File: src/rtl/dutlb_pkg.sv
package dutlb_pkg;
  parameter int VA_W   = 32;
  parameter int OFF_W  = 12;
  parameter int VPN_W  = VA_W - OFF_W;
  parameter int PFN_W  = 20;
  parameter int PA_W   = PFN_W + OFF_W;
  parameter int ASID_W = 8;
  parameter int ATTR_W = 4;

  typedef struct packed {
    logic [VPN_W-1:0]  vpn;
    logic [ASID_W-1:0] asid;
    logic              glob;
    logic [PFN_W-1:0]  pfn;
    logic [ATTR_W-1:0] attr;
  } utlb_dat_t;
endpackage

File: src/rtl/dutlb_entry.sv
module dutlb_entry
  import dutlb_pkg::*;
(
  input  logic              clk,
  input  logic              rst,
  input  logic              flush,
  input  logic              wr_en,
  input  utlb_dat_t         wr_dat,
  input  logic [VPN_W-1:0]  lk_vpn,
  input  logic [ASID_W-1:0] lk_asid,
  output logic              match,
  output utlb_dat_t         dat
);
  logic vld_q;
  utlb_dat_t dat_q;

  always_ff @(posedge clk) begin
    if (rst || flush) vld_q <= 1'b0;
    else if (wr_en)   vld_q <= 1'b1;
  end

  always_ff @(posedge clk) begin
    if (wr_en) dat_q <= wr_dat;
  end

  always_comb begin
    match = vld_q && (dat_q.vpn == lk_vpn) &&
            (dat_q.glob || (dat_q.asid == lk_asid));
  end

  assign dat = dat_q;
endmodule

File: src/rtl/dutlb_victim.sv
module dutlb_victim #(
  parameter int N  = 3,
  localparam int PW = (N > 1) ? $clog2(N) : 1
) (
  input  logic          clk,
  input  logic          rst,
  input  logic          clr,
  input  logic          adv,
  output logic [PW-1:0] ptr
);
  localparam logic [PW-1:0] LAST = PW'(N - 1);
  logic [PW-1:0] ptr_q;

  always_ff @(posedge clk) begin
    if (rst || clr) ptr_q <= '0;
    else if (adv)   ptr_q <= (ptr_q == LAST) ? '0 : ptr_q + 1'b1;
  end

  assign ptr = ptr_q;
endmodule

File: src/rtl/dutlb_subpage.sv
module dutlb_subpage
  import dutlb_pkg::*;
#(
  parameter int MASK_W = 8
) (
  input  logic [PFN_W-1:0]  base,
  input  logic [VPN_W-1:0]  vpn,
  input  logic [MASK_W-1:0] mask,
  output logic [PFN_W-1:0]  pfn
);
  localparam int PAD = PFN_W - MASK_W;
  logic [PFN_W-1:0] wmask;
  logic [PFN_W-1:0] low;

  always_comb begin
    wmask = {{PAD{1'b0}}, mask};
    low   = {{PAD{1'b0}}, vpn[MASK_W-1:0]};
    pfn   = (base & ~wmask) | (low & wmask);
  end
endmodule

File: src/rtl/dutlb_top.sv
module dutlb_top
  import dutlb_pkg::*;
#(
  parameter int ENTRIES = 3,
  parameter int MASK_W  = 8
) (
  input  logic              clk,
  input  logic              rst,
  input  logic              req_i,
  input  logic              flush_i,
  input  logic [VA_W-1:0]   va_i,
  input  logic [ASID_W-1:0] asid_i,
  input  logic              mt_hit_i,
  input  logic [PFN_W-1:0]  mt_pfn_i,
  input  logic [MASK_W-1:0] mt_mask_i,
  input  logic              mt_glob_i,
  input  logic [ATTR_W-1:0] mt_attr_i,
  output logic              hit_o,
  output logic              stall_o,
  output logic              miss_o,
  output logic [PA_W-1:0]   pa_o,
  output logic [ATTR_W-1:0] attr_o
);
  localparam int PW = (ENTRIES > 1) ? $clog2(ENTRIES) : 1;

  logic [VPN_W-1:0]   lk_vpn;
  logic [OFF_W-1:0]   lk_off;
  logic [ENTRIES-1:0] match;
  logic [ENTRIES-1:0] wr_en;
  utlb_dat_t          ent_dat [ENTRIES];
  utlb_dat_t          sel_dat;
  utlb_dat_t          fill_dat;
  logic [PFN_W-1:0]   fill_pfn;
  logic [PW-1:0]      vic_ptr;
  logic               accept, any_hit, refill, dbl_miss;

  assign lk_vpn = va_i[VA_W-1:OFF_W];
  assign lk_off = va_i[OFF_W-1:0];

  always_comb begin
    accept   = req_i && !flush_i;
    any_hit  = |match;
    refill   = accept && !any_hit && mt_hit_i;
    dbl_miss = accept && !any_hit && !mt_hit_i;
  end

  dutlb_subpage #(.MASK_W(MASK_W)) subpage_i (
    .base (mt_pfn_i),
    .vpn  (lk_vpn),
    .mask (mt_mask_i),
    .pfn  (fill_pfn)
  );

  always_comb begin
    fill_dat.vpn  = lk_vpn;
    fill_dat.asid = asid_i;
    fill_dat.glob = mt_glob_i;
    fill_dat.pfn  = fill_pfn;
    fill_dat.attr = mt_attr_i;
  end

  dutlb_victim #(.N(ENTRIES)) victim_i (
    .clk (clk),
    .rst (rst),
    .clr (flush_i),
    .adv (refill),
    .ptr (vic_ptr)
  );

  for (genvar g = 0; g < ENTRIES; g++) begin : g_ent
    assign wr_en[g] = refill && (vic_ptr == PW'(g));

    dutlb_entry entry_i (
      .clk     (clk),
      .rst     (rst),
      .flush   (flush_i),
      .wr_en   (wr_en[g]),
      .wr_dat  (fill_dat),
      .lk_vpn  (lk_vpn),
      .lk_asid (asid_i),
      .match   (match[g]),
      .dat     (ent_dat[g])
    );
  end

  always_comb begin
    sel_dat = '0;
    for (int i = 0; i < ENTRIES; i++) begin
      if (match[i]) sel_dat = utlb_dat_t'(sel_dat | ent_dat[i]);
    end
  end

  always_ff @(posedge clk) begin
    if (rst) begin
      hit_o   <= 1'b0;
      stall_o <= 1'b0;
      miss_o  <= 1'b0;
      pa_o    <= '0;
      attr_o  <= '0;
    end else begin
      hit_o   <= accept && any_hit;
      stall_o <= refill;
      miss_o  <= dbl_miss;
      if (accept && any_hit) begin
        pa_o   <= {sel_dat.pfn, lk_off};
        attr_o <= sel_dat.attr;
      end
    end
  end
endmodule

File: config.mk
export PLATFORM = sky130hd
export DESIGN_NAME = dutlb_top
export DESIGN_NICKNAME = d
export VERILOG_FILES = /design/src/rtl/dutlb_pkg.sv /design/src/rtl/dutlb_entry.sv /design/src/rtl/dutlb_victim.sv /design/src/rtl/dutlb_subpage.sv /design/src/rtl/dutlb_top.sv
export SDC_FILE = /design/constraint.sdc
export NUM_CORES = 1
export LEC_CHECK = 0
export BUFFER_PORTS_ARGS = -buffer_cell sky130_fd_sc_hd__clkbuf_2
export CELL_PAD_IN_SITES_DETAIL_PLACEMENT = 1
export CELL_PAD_IN_SITES_GLOBAL_PLACEMENT = 2
export CORE_ASPECT_RATIO = 1.1
export CORE_UTILIZATION = 36
export DETAILED_ROUTE_END_ITERATION = 12
export HOLD_SLACK_MARGIN = 0.03
export PLACE_DENSITY = 0.86
export SYNTH_ARGS = -nofsm -noshare
export SYNTH_HDL_FRONTEND = slang
export SYNTH_SLANG_ARGS = --single-unit
File: constraint.sdc
create_clock -name clk -period 7.3 [get_ports clk]
set_input_delay 1.095 -clock clk [delete_from_list [all_inputs] [get_ports clk]]
set_output_delay 1.095 -clock clk [all_outputs]
set_load 0.05 [all_outputs]
==> flow_summary.json <==
{
  "cts_setup_buffers": 0,
  "cp-startpoint": "asid_i[6]",
  "grt_pass1_wl_um": 32980,
  "ant_nets": 0,
  "htreeDepth": 1,
  "yosysTopAreaCell": "edfxtp_1",
  "critPathRequiredTime_ps": 7510,
  "drc": 0,
  "antenna_cells": 0,
  "crit_end": "g_ent[0].entry_i.dat[29]",
  "cts.repair.resized": 0,
  "regArea_um2": 5655,
  "worst_ep_arrival_time_ps": 3870,
  "ys_seq_elements": 203,
  "max_freq_ghz": 0.2727,
  "cts_hold_buf": 0,
  "peakVddDrop_v": 0.0001435,
  "port_buffers": 116,
  "grt-ovfl-total": 0,
  "slew_headroom_pct": 26.12,
  "dp_hpwl_um": 13910,
  "hold_viol": 0,
  "routed_wl_um": 21250,
  "chipHeight_um": 163.7,
  "max_cap_viol_count": 0,
  "pin_count": 117,
  "core_um2": 23080,
  "p_leak_nw": 3.713,
  "first_iter_violations": 306,
  "dieArea_um2": 24390,
  "p_sw_mw": 0.5192,
  "viasPerCell": 5.275,
  "layout_common_cells": "159 x edfxtp_1, 117 x clkbuf_2, 80 x nand4_1",
  "rsz0062_at_grt": "no",
  "ys.warnings.count": 0,
  "end_kind": "register",
  "cts_made_buffers": 23,
  "grt_max_degree": 78,
  "fin_nets": 796,
  "clkPwrFrac_pct": 44.8,
  "dieWidth_um": 149,
  "synth_cell_types": 37,
  "synth.net_count": 671,
  "firstDrtPassIters": 5,
  "clk_pin_slew_ps": 60,
  "cts_root_buffer": "clkbuf_16",
  "r2r-start": "g_ent[0].entry_i.dat[31]",
  "yosysTopAreaCellShare_pct": 55.80,
  "drv_slew": 0,
  "power.density_nw_per_um2": 241.7,
  "clock_latency_ps": 500,
  "multi_input_area_um2": 2808,
  "path_class": "in -> reg",
  "clockBufferDepth": 3,
  "drive_gt1_share_pct": 28.20,
  "grt_pass1_vias": 5823,
  "setup_viol": 0,
  "syn_inst": 593,
  "row_count": 58,
  "routedWlPerCell_um": 20.56,
  "cp_max_fo": 29,
  "setup_slack_ps": 3633,
  "antenna_found_initial": 0,
  "hp-class": "reg -> reg",
  "p_seq_share_pct": 50.8,
  "cts_tree": "built",
  "track_usage_pct": 17.69,
  "final_common_cell": "edfxtp_1",
  "syn_to_final_growth_pct": 20.21,
  "vias": 5454,
  "place_worst_setup_slack_ps": 3154,
  "setup_tns_ps": 0,
  "run_status": "completed",
  "ys_seq_area_share_pct": 66.09,
  "r2r_slack_ps": 3980,
  "swShare_pct": 20.88,
  "clock-sinks": 203,
  "tightest_slew_ps": 1108,
  "r2r-end": "g_ent[0].entry_i.dat[29]",
  "num-fill-cells": 2372,
  "netlist_area_um2": 8557,
  "internal_power_mw": 1.967,
  "layout_min_cycle_time_ps": 3668,
  "avgSynthCellArea_um2": 14.43,
  "synth_area_leaders": "edfxtp_1 56%, dfxtp_1 10%, nand4_1 5.8%",
  "fin_crit_sh_pct": 50.24,
  "initial_core_util_pct": 37.08,
  "start_kind": "input pin",
  "r2r_cells": 8,
  "p_comb_share_pct": 4.4,
  "place.gp.congestion": 0.7703,
  "clock_skew_ps": 13.77
}
## cell type report
class	instances	share of cell area, %
multi-input cells	355	27.30
clock inverters	8	0.5960
flip-flops and latches	203	54.98
well taps	300	3.649
repair buffers	134	6.958
clock buffers	33	6.483
inverters	1	0.03649
## cells in the mapped netlist, drive strengths merged
library cell	count
a31o	1
and4	2
and3	5
mux2i	12
nand2	8
nor2b	25
nand4	80
nor4b	5
o21a	3
or4b	1
nand3	2
nor2	6
xor2	56
o31ai	1
nand2b	26
mux2	32
buf	7
nor3b	3
edfxtp	159
a311oi	1
inv	1
or4	2
a22o	2
nor3	5
clkbuf	27
xnor2	28
o31a	1
nor4	20
dfxtp	44
a41o	3
or3	1
a31oi	24
## kinds of logic (layout without fill, tap and decap cells)
family	Yosys count	in the layout	share of synthesized area (%)
flops	203	203	66.09
mux	44	44	6.404
buf+inv	35	176	1.725
xor+xnor	84	84	8.598
simple gates	191	191	14.05
compound gates	36	36	3.129
## critical path, cell delays in order
cell and delay (ps):
clkbuf_2 140, xor2_1 160, nor4_1 370, a41o_1 970
nor4b_1 350, buf_4 220, or3_1 200, nor3_2 70
buf_4 260
## worst min path at each step
stage | depth (start not counted) | endpoint | start | slack (ps)
floorplan | 1 | g_ent[2].entry_i.vld_q | g_ent[2].entry_i.vld_q | 440
global placement | 2 | pa_o[9] | pa_o[9] | 460
detailed placement | 2 | pa_o[2] | pa_o[2] | 480
CTS | 2 | pa_o[2] | pa_o[2] | 480
global route | 2 | pa_o[2] | pa_o[2] | 510
finish | 2 | pa_o[2] | pa_o[2] | 480
## power groups by stage
stage	clock network (mW)	registers [mW]	logic, mW
final	1.11	1.26	0.110
after global routing	1.18	1.26	0.120
after CTS	1.13	1.26	0.112
after detailed placement	0	1.29	0.111
after global placement	0	1.29	0.108
after floorplan	0	1.29	0.0492
## flip-flops by register name, indices dropped and copies added (netlist names)
| signal | flops |
|---|---|
| g_ent.entry_i.dat | 159 |
| stall_o | 1 |
| hit_o | 1 |
| pa_o | 32 |
| victim_i.ptr | 2 |
| miss_o | 1 |
| g_ent.entry_i.vld_q | 3 |
| attr_o | 4 |
## metal layers
| layer | vias to the layer above | GRT usage, % | wire, um |
|---|---|---|---|
| met5 | - | 0 | 0 |
| met4 | 0 | 5.612 | 483 |
| met3 | 31 | 2.806 | 1156 |
| met2 | 168 | 31.52 | 10890 |
| met1 | 2717 | 21.79 | 8720 |
| li1 | 2538 | - | - |
## stage by stage
stage / util [%] / instances / total power [mW] / cell area, um^2 / hold slack, ps
after global placement: 41.42 / 993 / 1.393 / 9558 / 461.5
after CTS: 44.57 / 1034 / 2.509 / 10290 / 483.7
after detailed placement: 41.42 / 993 / 1.398 / 9558 / 475.4
after global routing: 44.57 / 1034 / 2.564 / 10290 / 506.8
after floorplan: - / 593 / 1.337 / 8569 / 444.6
final: 44.57 / 1034 / 2.486 / 10290 / 476.8
(Power assumes the default switching activity.)
